### config.mk
export PLATFORM = sky130hd
export DESIGN_NAME = dbg_access_gate
export DESIGN_NICKNAME = d
export VERILOG_FILES = /design/src/rtl/dbg_gate_pkg.sv /design/src/rtl/dbg_gate_ctrl.sv /design/src/rtl/dbg_gate_dp.sv /design/src/rtl/dbg_access_gate.sv
export SDC_FILE = /design/constraint.sdc
export NUM_CORES = 1
export LEC_CHECK = 0
export BUFFER_PORTS_ARGS = -buffer_cell sky130_fd_sc_hd__buf_2
export CORE_UTILIZATION = 38
export DETAILED_ROUTE_END_ITERATION = 12
export GPL_ROUTABILITY_DRIVEN = 0
export GPL_TIMING_DRIVEN = 0
export PLACE_DENSITY = 0.78
export SLEW_MARGIN = 20
export SYNTH_ARGS = -nofsm -noshare
export SYNTH_HDL_FRONTEND = slang
export SYNTH_HIERARCHICAL = 1
export SYNTH_SLANG_ARGS = --single-unit
export TNS_END_PERCENT = 5
### constraint.sdc
create_clock -name clk -period 1.7 [get_ports clk]
set_input_delay 0.17 -clock clk [delete_from_list [all_inputs] [get_ports clk]]
set_output_delay 0.17 -clock clk [all_outputs]
set_load 0.05 [all_outputs]
### src/rtl/dbg_gate_pkg.sv
package dbg_gate_pkg;
  localparam int STS_SECURE   = 0;
  localparam int STS_BUSY     = 1;
  localparam int STS_BLOCKED  = 2;
  localparam int STS_DISABLED = 3;
  localparam int CTL_ERASE    = 0;

  localparam logic [1:0] OPEN_CODE      = 2'b10;
  localparam logic [1:0] ERASE_OFF_CODE = 2'b10;
  localparam logic [1:0] SEC_RESET      = 2'b11;
  localparam logic [1:0] ERASE_EN_RESET = 2'b11;

  typedef enum logic {ERS_IDLE, ERS_BUSY} eraseState_e;

  typedef struct packed {
    logic take;
    logic deny;
    logic fwdRd;
    logic fwdWr;
    logic rdStatus;
    logic rdCtrl;
    logic setBlocked;
    logic clrBlocked;
  } gateStrobe_t;
endpackage

### src/rtl/dbg_gate_ctrl.sv
module dbg_gate_ctrl
  import dbg_gate_pkg::*;
#(
  parameter int ADDR_W = 8,
  parameter int DATA_W = 32
) (
  input  logic              clk,
  input  logic              rstN,
  input  logic              cfgLoad,
  input  logic [1:0]        cfgSec,
  input  logic [1:0]        cfgEraseEn,
  input  logic              regValid,
  input  logic              regWrite,
  input  logic [ADDR_W-1:0] regAddr,
  input  logic [DATA_W-1:0] regWdata,
  input  logic              eraseDone,
  output gateStrobe_t       strb,
  output logic              secure,
  output logic              eraseDis,
  output logic              erasePend,
  output logic              fwdValid
);
  localparam logic [ADDR_W-1:0] STATUS_ADDR = '0;
  localparam logic [ADDR_W-1:0] CTRL_ADDR   = ADDR_W'(1);

  logic [1:0]  secReg;
  logic [1:0]  eraseEnReg;
  eraseState_e state;
  eraseState_e stateNext;

  logic isStatus, isCtrl, isFwd;
  logic eraseWr, startErase, blockErase, finishErase;

  assign isStatus = (regAddr == STATUS_ADDR);
  assign isCtrl   = (regAddr == CTRL_ADDR);
  assign isFwd    = !isStatus && !isCtrl;

  assign secure    = (secReg != OPEN_CODE);
  assign eraseDis  = (eraseEnReg == ERASE_OFF_CODE);
  assign erasePend = (state == ERS_BUSY);

  assign eraseWr     = regValid && regWrite && isCtrl && regWdata[CTL_ERASE] && !erasePend;
  assign startErase  = eraseWr && !eraseDis;
  assign blockErase  = eraseWr && eraseDis;
  assign finishErase = erasePend && eraseDone;

  always_comb begin
    stateNext = state;
    unique case (state)
      ERS_IDLE: if (startErase)  stateNext = ERS_BUSY;
      ERS_BUSY: if (finishErase) stateNext = ERS_IDLE;
      default:                   stateNext = ERS_IDLE;
    endcase
  end

  always_ff @(posedge clk or negedge rstN) begin
    if (!rstN) begin
      state      <= ERS_IDLE;
      secReg     <= SEC_RESET;
      eraseEnReg <= ERASE_EN_RESET;
    end else begin
      state <= stateNext;
      if (finishErase)  secReg <= OPEN_CODE;
      else if (cfgLoad) secReg <= cfgSec;
      if (cfgLoad) eraseEnReg <= cfgEraseEn;
    end
  end

  always_comb begin
    strb            = '0;
    strb.take       = regValid;
    strb.deny       = regValid && isFwd && secure;
    strb.fwdRd      = regValid && isFwd && !secure && !regWrite;
    strb.fwdWr      = regValid && isFwd && !secure && regWrite;
    strb.rdStatus   = regValid && isStatus && !regWrite;
    strb.rdCtrl     = regValid && isCtrl && !regWrite;
    strb.setBlocked = blockErase;
    strb.clrBlocked = regValid && regWrite && isStatus && regWdata[STS_BLOCKED];
  end

  assign fwdValid = strb.fwdRd || strb.fwdWr;

  // a pending erase request persists until acknowledged
  assert_erase_hold_R5: assert property (@(posedge clk) disable iff (!rstN)
    erasePend && !eraseDone |=> erasePend);

  // completion reopens the device and drops the request
  assert_unlock_after_erase_R8: assert property (@(posedge clk) disable iff (!rstN)
    erasePend && eraseDone |=> (secReg == OPEN_CODE) && !erasePend);

  // an erase never starts while forbidden
  assert_no_erase_when_off_R6: assert property (@(posedge clk) disable iff (!rstN)
    $rose(erasePend) |-> $past(eraseEnReg) != ERASE_OFF_CODE);

  // the configuration load reaches the permission field
  assert_cfg_load_R1: assert property (@(posedge clk) disable iff (!rstN)
    cfgLoad |=> eraseEnReg == $past(cfgEraseEn));
endmodule

### src/rtl/dbg_gate_dp.sv
module dbg_gate_dp
  import dbg_gate_pkg::*;
#(
  parameter int DATA_W = 32
) (
  input  logic              clk,
  input  logic              rstN,
  input  gateStrobe_t       strb,
  input  logic              secure,
  input  logic              eraseDis,
  input  logic              erasePend,
  input  logic [DATA_W-1:0] fwdRdata,
  input  logic              fwdErr,
  output logic              rspValid,
  output logic              rspErr,
  output logic [DATA_W-1:0] rspData
);
  logic              blocked;
  logic [DATA_W-1:0] statusWord;
  logic [DATA_W-1:0] ctrlWord;
  logic [DATA_W-1:0] dataNext;
  logic              errNext;

  always_comb begin
    statusWord               = '0;
    statusWord[STS_SECURE]   = secure;
    statusWord[STS_BUSY]     = erasePend;
    statusWord[STS_BLOCKED]  = blocked;
    statusWord[STS_DISABLED] = eraseDis;
    ctrlWord                 = '0;
    ctrlWord[CTL_ERASE]      = erasePend;
  end

  always_comb begin
    dataNext = '0;
    if (strb.fwdRd)         dataNext = fwdRdata;
    else if (strb.rdStatus) dataNext = statusWord;
    else if (strb.rdCtrl)   dataNext = ctrlWord;
    errNext = strb.deny || ((strb.fwdRd || strb.fwdWr) && fwdErr);
  end

  always_ff @(posedge clk or negedge rstN) begin
    if (!rstN) begin
      blocked  <= 1'b0;
      rspValid <= 1'b0;
      rspErr   <= 1'b0;
      rspData  <= '0;
    end else begin
      if (strb.setBlocked)      blocked <= 1'b1;
      else if (strb.clrBlocked) blocked <= 1'b0;
      rspValid <= strb.take;
      rspErr   <= errNext;
      rspData  <= dataNext;
    end
  end

  // the refusal flag stays until explicitly cleared
  assert_blocked_sticky_R6: assert property (@(posedge clk) disable iff (!rstN)
    blocked && !strb.clrBlocked |=> blocked);

  // a denied access answers with error and zero data
  assert_deny_zero_R2: assert property (@(posedge clk) disable iff (!rstN)
    strb.deny |=> rspValid && rspErr && (rspData == '0));

  // one response for each request, one cycle later
  assert_rsp_follows_R10: assert property (@(posedge clk) disable iff (!rstN)
    strb.take |=> rspValid);
  assert_rsp_quiet_R10: assert property (@(posedge clk) disable iff (!rstN)
    !strb.take |=> !rspValid);
endmodule

### src/rtl/dbg_access_gate.sv
module dbg_access_gate
  import dbg_gate_pkg::*;
#(
  parameter int ADDR_W = 8,
  parameter int DATA_W = 32
) (
  input  logic              clk,
  input  logic              rstN,
  input  logic              cfgLoad,
  input  logic [1:0]        cfgSec,
  input  logic [1:0]        cfgEraseEn,
  input  logic              regValid,
  input  logic              regWrite,
  input  logic [ADDR_W-1:0] regAddr,
  input  logic [DATA_W-1:0] regWdata,
  output logic              rspValid,
  output logic              rspErr,
  output logic [DATA_W-1:0] rspData,
  output logic              fwdValid,
  output logic              fwdWrite,
  output logic [ADDR_W-1:0] fwdAddr,
  output logic [DATA_W-1:0] fwdWdata,
  input  logic [DATA_W-1:0] fwdRdata,
  input  logic              fwdErr,
  output logic              eraseReq,
  input  logic              eraseDone
);
  gateStrobe_t strb;
  logic secure, eraseDis, erasePend;

  dbg_gate_ctrl #(.ADDR_W(ADDR_W), .DATA_W(DATA_W)) u_ctrl (
    .clk(clk), .rstN(rstN), .cfgLoad(cfgLoad), .cfgSec(cfgSec),
    .cfgEraseEn(cfgEraseEn), .regValid(regValid), .regWrite(regWrite),
    .regAddr(regAddr), .regWdata(regWdata), .eraseDone(eraseDone),
    .strb(strb), .secure(secure), .eraseDis(eraseDis),
    .erasePend(erasePend), .fwdValid(fwdValid)
  );

  dbg_gate_dp #(.DATA_W(DATA_W)) u_dp (
    .clk(clk), .rstN(rstN), .strb(strb), .secure(secure),
    .eraseDis(eraseDis), .erasePend(erasePend), .fwdRdata(fwdRdata),
    .fwdErr(fwdErr), .rspValid(rspValid), .rspErr(rspErr), .rspData(rspData)
  );

  assign fwdWrite = fwdValid && regWrite;
  assign fwdAddr  = fwdValid ? regAddr : '0;
  assign fwdWdata = fwdValid ? regWdata : '0;
  assign eraseReq = erasePend;
endmodule

==> impl_metrics.py <==
metrics = {
    "status": {
        "status": "finished with violations",
        "failed_checks": "hold timing, setup timing",
    },
    "routing": {
        "antenna_left": 0,
        "dr.pass1.iters": 4,
        "vias": 1743,
        "avgRoutedWirePerCell_um": 12.5,
        "via_per_inst": 4.36,
        "drtIter0Drc": 38,
        "drc_errors": 0,
        "finalWirelength_um": 5010,
    },
    "logic_synthesis": {
        "async_reset_ff_share_pct": 100,
        "ys.warnings.count": 6,
        "syn-num-nets": 247,
        "synth.distinct_cells": 32,
        "yosysSeqAreaShare_pct": 53.6,
        "synthCells": 164,
        "synth-edff-count": 0,
        "ys_ff_latch": 40,
        "synth_largest_area_cell": "dfrtp_1",
        "yosysTopAreaCellShare_pct": 48.0,
        "synth.avg_cell_area_um2": 11.5,
        "syn_area_um2": 1880,
        "yosys-top-cells-area": "dfrtp_1, and2_2, and2_1",
        "ys.flop_type": "dfrtp_1",
    },
    "cts": {
        "hold_buffers": 0,
        "h-tree-depth": 2,
        "clkTransAtPathRegs_ns": 0.08,
        "cts_buffers": 5,
        "clock-sinks": 40,
        "cts-root-buf": "clkbuf_8",
        "cts_buffer_depth": 2,
        "cts_tree": "done",
        "clk_latency_ns": 0.28,
    },
    "finish": {
        "drive_above_1_share_pct": 70.9,
        "antenna_cells": 0,
        "post-route-cell-area_um2": 3250,
        "fin_nets": 415,
        "area_delta_synth_final_pct": 73.0,
    },
    "grt": {
        "track_usage_pct": 18.9,
        "grt_pass1_wl_um": 7540,
        "grt_max_degree": 41,
        "grt_pass1_vias": 1666,
        "antenna_found_initial": 0,
        "grt_overflow": 0,
    },
    "power_and_ir_drop": {
        "pwr_density_cell_nw_per_um2": 661,
        "power_uw": 2150,
        "vdd_drop_max_mv": 0.706,
        "p_leak_uw": 0.00182,
    },
    "floorplanning": {
        "core_area_um2": 4750,
        "initial_core_util_pct": 39.5,
        "ios": 160,
        "die_h_um": 72.3,
        "dieArea_um2": 5230,
        "die_w_um": 72.3,
        "fp-row-count": 25,
    },
    "sta": {
        "whs_ns": -0.0114,
        "max_freq_ghz": 0.541,
        "clock_skew_ns": 0.00257,
        "worst_pin_slew_ns": 0.857,
        "finalSetupTns_ns": -5.28,
        "fin_crit_ns": 1.85,
        "rsz0062_at_grt": "true",
        "slew_headroom_pct": 42.8,
        "finalSetupViolCount": 41,
        "period_share_pct": 109,
        "worst_slack_ns": -0.147,
        "final_max_slew_viol_count": 0,
        "final_hold_viol_count": 30,
    },
    "setup_path": {
        "r2r_start": "u_ctrl/secReg[1]",
        "required_ns": 1.53,
        "regToRegSetupSlack_ns": 0.24,
        "cp-start-kind": "flip-flop",
        "crit_fanout": 10,
        "worstSetupPathType": "reg2out",
        "r2r_cells": 6,
        "crit_arrival_ns": 1.68,
        "endpoint_kind": "output pin",
        "r2r-end": "u_dp/rspData[1]",
    },
    "place": {
        "port-buffer-count": 159,
        "placed_area_um2": 2760,
        "pre_cts_ws_ns": -0.280,
        "hpwl_um": 3600,
    },
    "run": {
        "cap_violations": 0,
    },
    "hold_path": {
        "worstHoldPathType": "in2async",
    },
}
report_power, final:
group | switching (uW) | total (uW) | leakage (uW) | internal [uW]
clock network | 324 | 610 | 0.0000479 | 286
registers | 9.97 | 995 | 0.000538 | 985
logic | 315 | 541 | 0.00123 | 225
state kept, by name, summed over array words and instances, names as in the netlist:
name and flops:
u_dp/rspData 32, u_ctrl/eraseEnReg 2, u_ctrl/secReg 2, u_ctrl/erasePend 1, u_dp/blocked 1, u_dp/rspErr 1
u_dp/rspValid 1
logic make-up (layout without fill, tap and decap cells):
family	Yosys count	in the layout	share of synthesized area [%]
AO/OA/AOI/OAI	11	11	4.20
multiplexers	3	3	1.73
flip-flops	40	40	53.6
AND/OR/NAND/NOR	95	95	35.2
buffers and inverters	15	184	5.26
critical path, stage by stage (launching register included):
cell and delay [ns]:
dfstp_2 0.54, nor2b_4 0.15, and3_4 0.26, buf_8 0.13
and2_2 0.15, buf_6 0.15
worst max-delay path by stage:
stage / start / endpoint / slack [ns]
after floorplan: regAddr[5] / fwdAddr[0] / -0.04
after global placement: regAddr[5] / fwdAddr[5] / -0.26
after detailed placement: regAddr[5] / fwdWrite / -0.28
after CTS: u_ctrl/secReg[1] / fwdWrite / -0.16
after global routing: u_ctrl/secReg[1] / fwdWdata[14] / -0.21
final: u_ctrl/secReg[1] / fwdWdata[3] / -0.15
through the flow:
step                      utilization (%)  std cells
final                                68.3        400
after floorplan                         -        164
after detailed placement             58.1        390
after global routing                 68.3        400
after global placement               58.1        390
after CTS                            66.4        399
Yosys cell counts, types with 3 or more instances:
library cell	instances
dfstp_2	4
and2_2	41
nor3_1	5
nor2b_1	4
a21oi_1	3
dfrtp_1	36
buf_6	4
clkbuf_2	4
nand2_1	3
inv_1	5
and2_1	27
layout make-up:
| cell class | count | area, um^2 |
|---|---|---|
| fillers | 378 | 1510 |
| repair buffers | 161 | 1130 |
| flip-flops and latches | 40 | 1010 |
| multi-input cells | 109 | 805 |
| plain buffers | 10 | 120 |
| well taps | 67 | 83.8 |
| clock buffers | 5 | 68.8 |
| clock inverters | 3 | 18.8 |
| inverters | 5 | 18.8 |
metal layers:
| layer | vias up | global-route usage (%) | routed length, um |
|---|---|---|---|
| li1 | 852 | - | - |
| met1 | 801 | 20.3 | 1850 |
| met2 | 79 | 35.7 | 2800 |
| met3 | 11 | 4.03 | 277 |
| met4 | 0 | 7.19 | 86 |
| met5 | - | 0 | 0 |
layout by cell type (no fill, tap or decap), drive strengths merged:
master  count
nor3        5
a21oi       3
nand2       3
nor2        2
mux2        2
nor4        1
or4         1
and2       69
clkinv      3
nor2b       5
buf       171
mux2i       1
clkbuf      5
or3         1
and4        1
a22o        3
and3        2
a21o        1
a221o       1
nand2b      3
inv         5
nand3b      1
dfstp       4
o21ai       3
dfrtp      36
nand3       1
what timing repair did:
item | 4_1_cts | 5_1_grt
setup buffers | 1 | 1
pin swaps | 1 | 3
endpoints found under the setup margin | 42 | 45
resized for setup | 92 | 32
Note: power is estimated with default switching activity, not from simulation.
